===== src/rtl/dmaPkg.sv =====
package dmaPkg;
  localparam logic [2:0] REG_CTRL = 3'd0;
  localparam logic [2:0] REG_SRC  = 3'd1;
  localparam logic [2:0] REG_DST  = 3'd2;
  localparam logic [2:0] REG_SIZE = 3'd3;
  localparam logic [2:0] REG_STAT = 3'd4;
  localparam logic [2:0] REG_IEN  = 3'd5;
  localparam logic [2:0] REG_ICLR = 3'd6;
  localparam logic [2:0] REG_IPND = 3'd7;

  typedef enum logic [1:0] {ST_IDLE, ST_READ, ST_WRITE} seqState_t;

  // Strobes from the sequencer to the datapath
  typedef struct packed {
    logic clrCount;
    logic incCount;
    logic grabByte;
    logic srcPeriph;
    logic dstPeriph;
    logic selWrite;
  } dpStrobe_t;
endpackage


===== src/rtl/dmaDatapath.sv =====
module dmaDatapath
  import dmaPkg::*;
#(
  parameter int ADDR_W = 32,
  parameter int CNT_W  = 16
) (
  input  logic              clk,
  input  logic              rstN,
  input  logic              cfgWrEn,
  input  logic [2:0]        cfgIdx,
  input  logic [ADDR_W-1:0] cfgData,
  input  dpStrobe_t         stb,
  input  logic [7:0]        memRdata,
  output logic [ADDR_W-1:0] memAddr,
  output logic [7:0]        memWdata,
  output logic [CNT_W-1:0]  byteCount,
  output logic [CNT_W-1:0]  sizeVal,
  output logic [ADDR_W-1:0] srcBase,
  output logic [ADDR_W-1:0] dstBase,
  output logic              sizeZero,
  output logic              lastByte
);
  logic [7:0] dataHold;
  logic [ADDR_W-1:0] countExt;

  always_ff @(posedge clk) begin
    if (!rstN) begin
      srcBase   <= '0;
      dstBase   <= '0;
      sizeVal   <= '0;
      byteCount <= '0;
      dataHold  <= '0;
    end else begin
      if (cfgWrEn) begin
        case (cfgIdx)
          REG_SRC:  srcBase <= cfgData;
          REG_DST:  dstBase <= cfgData;
          REG_SIZE: sizeVal <= cfgData[CNT_W-1:0];
          default: ;
        endcase
      end
      if (stb.clrCount)      byteCount <= '0;
      else if (stb.incCount) byteCount <= byteCount + CNT_W'(1);
      if (stb.grabByte) dataHold <= memRdata;
    end
  end

  assign countExt = ADDR_W'(byteCount);
  assign memAddr  = stb.selWrite ? (dstBase + (stb.dstPeriph ? '0 : countExt))
                                 : (srcBase + (stb.srcPeriph ? '0 : countExt));
  assign memWdata = dataHold;
  assign sizeZero = (sizeVal == '0);
  assign lastByte = ((byteCount + CNT_W'(1)) == sizeVal);
endmodule


===== src/rtl/dmaControl.sv =====
module dmaControl
  import dmaPkg::*;
(
  input  logic       clk,
  input  logic       rstN,
  input  logic       regWrEn,
  input  logic [2:0] regWordIdx,
  input  logic [2:0] ctrlData,
  input  logic       memGnt,
  input  logic       memErr,
  input  logic       srcReady,
  input  logic       dstReady,
  input  logic       sizeZero,
  input  logic       lastByte,
  output dpStrobe_t  stb,
  output logic       cfgWrEn,
  output logic       memReq,
  output logic       memWe,
  output logic       running,
  output logic [1:0] mode,
  output logic       issued,
  output logic [2:0] statBits,
  output logic [2:0] evtBits,
  output logic [2:0] intEn,
  output logic [2:0] intPend,
  output logic       irq
);
  seqState_t state, stateNext;
  logic abortFlag, startReq, stopReq, wrCtrl, sideReady, beatDone, abortNow, goIdle;
  logic [2:0] clrBits;

  assign running   = (state != ST_IDLE);
  assign wrCtrl    = regWrEn && (regWordIdx == REG_CTRL);
  assign startReq  = wrCtrl && ctrlData[0] && !running;
  assign stopReq   = wrCtrl && !ctrlData[0] && running;
  assign cfgWrEn   = regWrEn && !running;
  assign memWe     = (state == ST_WRITE);
  assign sideReady = memWe ? (!mode[0] || dstReady) : (!mode[1] || srcReady);
  assign abortNow  = running && abortFlag && !issued;
  assign memReq    = running && !abortNow && (issued || sideReady);
  assign beatDone  = memReq && memGnt;
  assign clrBits   = (regWrEn && regWordIdx == REG_ICLR) ? ctrlData : 3'b000;

  always_comb begin
    stateNext = state;
    evtBits   = 3'b000;
    case (state)
      ST_IDLE: if (startReq) begin
        if (sizeZero) evtBits[0] = 1'b1;
        else          stateNext  = ST_READ;
      end
      ST_READ: if (abortNow) stateNext = ST_IDLE;
        else if (beatDone) begin
          if (memErr) begin evtBits[1] = 1'b1; stateNext = ST_IDLE; end
          else if (abortFlag) stateNext = ST_IDLE;
          else stateNext = ST_WRITE;
        end
      ST_WRITE: if (abortNow) stateNext = ST_IDLE;
        else if (beatDone) begin
          if (memErr) begin evtBits[2] = 1'b1; stateNext = ST_IDLE; end
          else if (lastByte) begin evtBits[0] = 1'b1; stateNext = ST_IDLE; end
          else if (abortFlag) stateNext = ST_IDLE;
          else stateNext = ST_READ;
        end
      default: stateNext = ST_IDLE;
    endcase
  end

  assign goIdle = running && (stateNext == ST_IDLE);

  always_ff @(posedge clk) begin
    if (!rstN) begin
      state     <= ST_IDLE;
      mode      <= 2'b00;
      issued    <= 1'b0;
      abortFlag <= 1'b0;
      statBits  <= 3'b000;
      intEn     <= 3'b000;
      intPend   <= 3'b000;
    end else begin
      state     <= stateNext;
      issued    <= memReq && !memGnt;
      abortFlag <= (abortFlag || stopReq) && !goIdle;
      if (startReq) begin
        mode     <= ctrlData[2:1];
        statBits <= evtBits;
      end else begin
        statBits <= statBits | evtBits;
      end
      if (regWrEn && regWordIdx == REG_IEN) intEn <= ctrlData;
      intPend <= (intPend & ~clrBits) | evtBits;
    end
  end

  assign irq = |(intPend & intEn);

  always_comb begin
    stb.clrCount  = startReq;
    stb.incCount  = (state == ST_WRITE) && beatDone && !memErr;
    stb.grabByte  = (state == ST_READ) && beatDone;
    stb.srcPeriph = mode[1];
    stb.dstPeriph = mode[0];
    stb.selWrite  = memWe;
  end
endmodule


===== src/rtl/byteDma.sv =====
module byteDma
  import dmaPkg::*;
#(
  parameter int ADDR_W = 32,
  parameter int CNT_W  = 16
) (
  input  logic              clk,
  input  logic              rstN,
  input  logic              regWrEn,
  input  logic [2:0]        regWordIdx,
  input  logic [31:0]       regWdata,
  output logic [31:0]       regRdata,
  output logic              memReq,
  output logic              memWe,
  output logic [ADDR_W-1:0] memAddr,
  output logic [7:0]        memWdata,
  input  logic              memGnt,
  input  logic [7:0]        memRdata,
  input  logic              memErr,
  input  logic              srcReady,
  input  logic              dstReady,
  output logic              irq
);
  localparam int CFG_W = (ADDR_W < 32) ? ADDR_W : 32;

  dpStrobe_t stb;
  logic cfgWrEn, running, issued, sizeZero, lastByte;
  logic [1:0] mode;
  logic [2:0] statBits, evtBits, intEn, intPend;
  logic [CNT_W-1:0] byteCount, sizeVal;
  logic [ADDR_W-1:0] srcBase, dstBase, cfgData;

  assign cfgData = ADDR_W'(regWdata[CFG_W-1:0]);

  dmaControl ctrl_i (
    .clk, .rstN, .regWrEn, .regWordIdx, .ctrlData(regWdata[2:0]),
    .memGnt, .memErr, .srcReady, .dstReady, .sizeZero, .lastByte,
    .stb, .cfgWrEn, .memReq, .memWe, .running, .mode, .issued,
    .statBits, .evtBits, .intEn, .intPend, .irq
  );

  dmaDatapath #(.ADDR_W(ADDR_W), .CNT_W(CNT_W)) dp_i (
    .clk, .rstN, .cfgWrEn, .cfgIdx(regWordIdx), .cfgData, .stb, .memRdata,
    .memAddr, .memWdata, .byteCount, .sizeVal, .srcBase, .dstBase,
    .sizeZero, .lastByte
  );

  always_comb begin
    case (regWordIdx)
      REG_CTRL: regRdata = {29'd0, mode, running};
      REG_SRC,
      REG_DST:  regRdata = 32'(byteCount);
      REG_SIZE: regRdata = 32'(sizeVal);
      REG_STAT: regRdata = {29'd0, statBits};
      REG_IEN:  regRdata = {29'd0, intEn};
      REG_IPND: regRdata = {29'd0, intPend};
      default:  regRdata = 32'd0;
    endcase
  end
endmodule


===== config.mk =====
export PLATFORM = sky130hd
export DESIGN_NAME = byteDma
export DESIGN_NICKNAME = d
export VERILOG_FILES = /design/src/rtl/dmaPkg.sv /design/src/rtl/dmaDatapath.sv /design/src/rtl/dmaControl.sv /design/src/rtl/byteDma.sv
export SDC_FILE = /design/constraint.sdc
export NUM_CORES = 1
export LEC_CHECK = 0
export ABC_AREA = 1
export ABC_CLOCK_PERIOD_IN_PS = 8000
export BUFFER_PORTS_ARGS = -buffer_cell sky130_fd_sc_hd__clkbuf_2
export CORE_AREA = 5 5 126 128
export DETAILED_ROUTE_END_ITERATION = 12
export DIE_AREA = 0 0 131 133
export GPL_ROUTABILITY_DRIVEN = 0
export PLACE_DENSITY = 0.81
export REMOVE_ABC_BUFFERS = 1
export SYNTH_ARGS = -nofsm -noshare
export SYNTH_HDL_FRONTEND = slang
export SYNTH_SLANG_ARGS = --single-unit

===== constraint.sdc =====
create_clock -name clk -period 8 [get_ports clk]
set_input_delay 1.6 -clock clk [delete_from_list [all_inputs] [get_ports clk]]
set_output_delay 1.6 -clock clk [all_outputs]
set_load 0.02 [all_outputs]

# After elaboration in Yosys (flattened, before gate mapping)
# Index checks and enable logic that the tools add are counted.
totals:
  rom_bits: 0
  ram_bits: 0
  inputBits: 50
  mem_count: 0
  out_inout_bits: 75
  ff_bits: 119
  elab_cells: 105
  latch_bits: 0
classes:
  eq_ne: 10
  mux: 31
  addsub: 3
  bitwise: 6
  n_div: 0
  n_mul: 0
  reduce_logical: 43
  shift: 0
  magnitude_cmp: 0
op_table:
  columns: ["cell", "count"]
  rows:
  - ["16-bit one-hot mux with 6 select lines", 1]
  - ["32-bit adder", 2]
  - ["16-bit 2-to-1 mux", 2]
  - ["32-bit 2-to-1 mux", 1]
  - ["2-bit 2-to-1 mux", 10]
  - ["1-bit logical AND", 19]
  - ["16-bit by 1-bit adder with 16-bit output, second input constant", 1]
  - ["16-bit == test", 1]
  - ["16-bit logical NOT", 1]
  - ["1-bit 2-to-1 mux", 13]
  - ["3-bit == test, second input constant", 4]
  - ["1-bit logical NOT", 9]
  - ["3-bit bitwise AND", 2]
  - ["3-bit by 2-bit == test with 1-bit output, second input constant", 2]
  - ["3-bit 2-to-1 mux", 2]
  - ["3-bit OR", 2]
  - ["2-bit one-hot mux with 3 select lines", 1]
  - ["2-bit AND reduction", 3]
  - ["2-bit logical NOT", 2]
  - ["1-bit logical OR", 4]
  - ["2-bit OR reduction", 2]
  - ["3-bit by 1-bit == test with 1-bit output, second input constant", 1]
  - ["3-bit logical NOT", 1]
  - ["3-bit inverter", 1]
  - ["6 further kinds", 6]

# Longest topological paths before layout
logic_depth:
  depth_word: 14
  ltp_mapped: 18
  depth_no_buf: 18

# Cells and area by module
# From an unflattened synthesis, not the netlist that was laid out.
hier_totals:
  cells_unflattened: 1465
  area_unflattened_um2: 8906.0
modules_own_cells:
  columns: ["mod", "instances", "seq_area_each_um2", "area_per_inst_um2", "cells_each"]
  rows:
  - ["dmaDatapath", 1, 2082.0, 7485.9, 1241]
  - ["dmaControl", 1, 300.3, 793.3, 118]
  - ["byteDma", 1, 0.0, 626.9, 106]

# Worst setup path after synthesis
# No wires, ideal clock.
synth_path:
  kind: "input to output"
  startpoint: "input port regWordIdx[2]"
  endpoint: "output port regRdata[10]"
  path_stages: 5
  path_buffers: 2
  t_arrival_ns: 2.721
  setup_slack_ns: 3.679
  required_time_ns: 6.400
  cell_sequence: "clkbuf_1 -> nor3_1 -> inv_1 -> clkbuf_1 -> o22ai_1"
synth_via:
  elab_chain_cells: 3
  word_cells_on_any_way: 9
  classes_between: "6 x eq/ne; 1 x mux; 2 x reduce/logical"
synth_rtl:
  columns: ["item", "line_no", "rtl"]
  rows:
  - ["start, declared", "byteDma.sv:10", "input logic [2:0] regWordIdx,"]
  - ["3-bit by 1-bit == test with 1-bit output or 3-bit by 2-bit == test with 1-bit output (tied branches)", "byteDma.sv:49", "case (regWordIdx)"]
  - ["2-bit OR reduction", "byteDma.sv:49", null]
  - ["16-bit one-hot mux with 6 select lines *", "byteDma.sv:49", null]
  - ["end, declared", "byteDma.sv:12", "output logic [31:0] regRdata,"]
# Every way passes the cells marked *; elsewhere a longest branch is shown, timed or not.

# Worst setup path after layout
layout_path:
  startpoint: "register ctrl_i.mode[0]"
  endpoint: "output port memAddr[16]"
layout_via:
  elab_chain_cells: 3
layout_rtl:
  columns: ["item", "line_no", "rtl"]
  rows:
  - ["start, declared", "dmaControl.sv:20", "output logic [1:0] mode,"]
  - ["start signal, assigned", "dmaControl.sv:85", "mode <= ctrlData[2:1];"]
  - ["16-bit 2-to-1 mux", "dmaDatapath.sv:49", "assign memAddr = stb.selWrite ? (dstBase + (stb.dstPeriph ? '0 : countExt))"]
  - ["32-bit adder", "dmaDatapath.sv:49", null]
  - ["32-bit 2-to-1 mux", "dmaDatapath.sv:49", null]
  - ["end, declared", "byteDma.sv:15", "output logic [ADDR_W-1:0] memAddr,"]
# Every way passes these cells.

==> results.md <==
* Synthesis Warnings at 0
* Top delay family on crit path: compound AO/OA/AOI/OAI gates
* CP max stage cell: dfxtp_1
* Setup WS post-layout at slightly below 3000 ps
* Area grow syn2layout at 13.7%
* Register clock-pin slew on the reported worst setup and hold paths at 60 ps
* Crit path to: memAddr[16]
* Most common cell in the netlist: nand2_1
* PortBufs at 108
* Sw Share at 26.5%
* CTS Buf Count at 17
* Pint at 1.13 mW
* Endpoints failing hold at 0
* Maximum number of pins on one net before global-route repair at between 80 and 90
* Cell area after synthesis at between 0.008 and 0.009 mm^2
* LEAKAGE at between 4 and 5 nW
* Post-CTS sizing at 0
* FILL cells at 1366
* Max Clock Freq at 0.195 GHz
* R2r endpoint: ctrl_i.abortFlag
* Status: finished clean
* GRT overflow at 0
* Commonest cells post-synth: 284 x nand2_1, 207 x nor2_1, 143 x inv_1
* Combinational group share of total power at 8.5%
* Unrepaired setup endpoints after global routing: false
* Skew-Pair Late Insertion Delay at 430 ps
* Die X at between 100 and 150 um
* Worst path depth at 15
* Min Tclk post-route at between 5000 and 6000 ps
* Final worst-path cycle share at 64.0%
* EDFF count, synth at 0
* Crit path DAT at 3520 ps
* Initial Util at 57.6%
* Syn Inst Count at 1383
* First-pass GRT wire length at 42.8 mm
* Final ANT Viol Nets at 0
* Nets at 1555
* Max-slew violations at 0
* Clk root buf: clkbuf_16
* Setup bufs post-CTS at 0
* Row cnt at 45
* Async set-reset flop share out of synthesis at 0%
* Setup violations, final at 0
* Worst Setup SP: ctrl_i.mode[0]
* Worst-Margin Slew at 919 ps
* Global Route Usage Sum at 30.5%
* FF-to-FF Start: ctrl_i.state[1]
* Drt pass-1 iters at 7
* Number of remaining DRC errors at 0
* Seq/Total Area, Yosys at approximately 28%
* Required time worst endpoint at ~6400 ps
* Area leader, netlist: dfxtp_1
* CP Class: flip-flop to output port
* Crit-path max FO at 17
* Initial antenna violation count at 0
* Antenna cells at 0
* CTS tree: yes
* Die height at 133 um
* Max-cap violation count at 0
* Post-DP HPWL at 19.8 mm
* Max incr delay on CP at about 730 ps
* Clock power frac at around half
* Cts hold-fix bufs at 0
* Post-synth top flop: dfxtp_1
* Via Count at 9660
* R2R Setup Slk at 4980 ps
* Clk_skew at 5.39 ps
* Critical Path End Type: output port
* Worst Path Buf+Inv at 4
* Crit-path cells: nor2_1 -> ha_1 -> inv_1 -> fa_1 -> inv_1 -> nand3_1 -> nand2_1 -> a21oi_1 -> o21ai_1 -> a21oi_1 -> inv_1 -> a21oi_1 -> o21ai_1 -> nand2_1 -> clkbuf_2
* Sequential power share at roughly two fifths
* Post-place setup slack at 3360 ps
* Rel. slew slack at 38.6%
* Starting DRT DRC Count at approximately 970
* Setup crit start kind: flip-flop
* Number of top-level pins at 125
* Reg2reg path depth at 14
* Power per cell area at 159 mW/mm^2
* Vias per cell at about 5.8
* H-Tree Depth at 4
* Final Core Density at 65.5%
* Post-Syn Area per Cell at 6.14 um^2
* Share of Yosys cell area claimed by the top area cell type at 28.0%
* P_sw at a little over 400 uW
* Synth unique cells at 49
* Vias in the first global route at 9011
* Seq cells post-synth at 119
* Drt wl/cell at 16.1 um
* Worst vdd rail ir drop at 0.149 mV
* Hold Path Class: flip-flop to flip-flop
* Setup TNS at 0 ps
* Top cells by area, synth: dfxtp_1 28%, nand2_1 13%, nor2_1 9.1%
* Layout cell share with drive strength beyond 1 at 11.9%
* CTS Sinks at 119
* Die ar. at 0.0174 mm^2
* Post-Route WL at 26.9 mm
* Core ar. at 0.0148 mm^2
* CTS Buffer Depth at 2
==> kinds of logic (layout without fill, tap and decap cells) <==
group | after synthesis | after routing | synth area share (%)
muxes | 1 | 1 | 0.118
DFF | 119 | 119 | 28.0
and+or+nand+nor | 658 | 658 | 32.6
xor gates and xnor gates | 20 | 20 | 2.22
buffers and inverters | 212 | 297 | 10.3
adders and majority gates | 35 | 35 | 5.33
other | 1 | 16 | 0.0441
AOI/OAI and AO/OA | 337 | 337 | 21.3
==> flip-flops by register name, summed over array words and instances (netlist names) <==
register / cells
dp_i.sizeVal: 16
ctrl_i.intPend: 3
ctrl_i.issued: 1
dp_i.memWdata: 8
ctrl_i.abortFlag: 1
dp_i.dstBase: 32
ctrl_i.state: 2
ctrl_i.statBits: 3
dp_i.srcBase: 32
dp_i.byteCount: 16
ctrl_i.mode: 2
ctrl_i.intEn: 3
==> cell type report <==
cell class / instances / area [um^2] / share of cell area, %
inverter: 153 / 574 / 5.95
tap: 188 / 235 / 2.44
clock inverter: 13 / 148 / 1.53
multi-input combinational: 1067 / 5290 / 54.8
timing repair buffer: 112 / 571 / 5.91
sequential: 119 / 2380 / 24.7
clock buffer: 19 / 453 / 4.69
==> how the worst min path moves through the flow <==
stage          slack, ps                 end  depth (start not counted)                from
3_3_place_gp         450    dp_i.memWdata[2]                          2    dp_i.memWdata[2]
3_5_place_dp         460    dp_i.memWdata[3]                          2    dp_i.memWdata[3]
5_1_grt              490    dp_i.memWdata[3]                          2    dp_i.memWdata[3]
6_report             460    dp_i.memWdata[3]                          2    dp_i.memWdata[3]
2_1_floorplan        430  ctrl_i.statBits[0]                          2  ctrl_i.statBits[0]
4_1_cts              470    dp_i.memWdata[3]                          2    dp_i.memWdata[3]
==> tightest hold or removal path, stage by stage, from the launching register on <==
cell	delay, ps
dfxtp_1	310
nand2_1	60
a21oi_1	50
==> cell usage in the layout (no fill, tap or decap), types with 4 or more instances in the layout <==
cell / instances
inv_1: 143
nand4_1: 22
clkbuf_16: 17
o21ai_1: 26
ha_1: 33
nand3_1: 95
buf_4: 4
o22ai_1: 16
dfxtp_1: 119
a211oi_2: 4
a21oi_1: 133
nand2_1: 284
o21ai_0: 132
or2_2: 6
nor2_1: 207
nor3_1: 22
nand2_2: 5
xor2_1: 16
nor4_1: 5
conb_1: 16
clkbuf_2: 108
a21o_1: 4
clkinv_4: 4
inv_2: 8
o21bai_1: 6
==> metrics by stage <==
step,power [mW],area (um^2),instances,hold WS (ps)
6_report,1.53,9660,1671,465
3_3_place_gp,0.758,9060,1639,453
5_1_grt,1.58,9660,1671,487
4_1_cts,1.53,9660,1671,466
3_5_place_dp,0.761,9060,1639,457
2_1_floorplan,0.706,8250,1339,426
==> power by group through the flow <==
stage / clock network [mW] / registers (mW) / logic (mW)
CTS: 0.781 / 0.622 / 0.127
global route: 0.810 / 0.623 / 0.143
global placement: 0 / 0.634 / 0.124
detailed placement: 0 / 0.634 / 0.126
floorplan: 0 / 0.630 / 0.0760
finish: 0.779 / 0.622 / 0.130
==> routing by layer <==
layer  part of all wire (%)  wire length, um  global-route usage [%]
met5                      0                0                       0
met2                     47            12700                    50.1
met4                    3.9             1060                    13.9
met3                    8.9             2400                    6.62
met1                     40            10700                    37.8
Power figures use the tool's default switching activity.
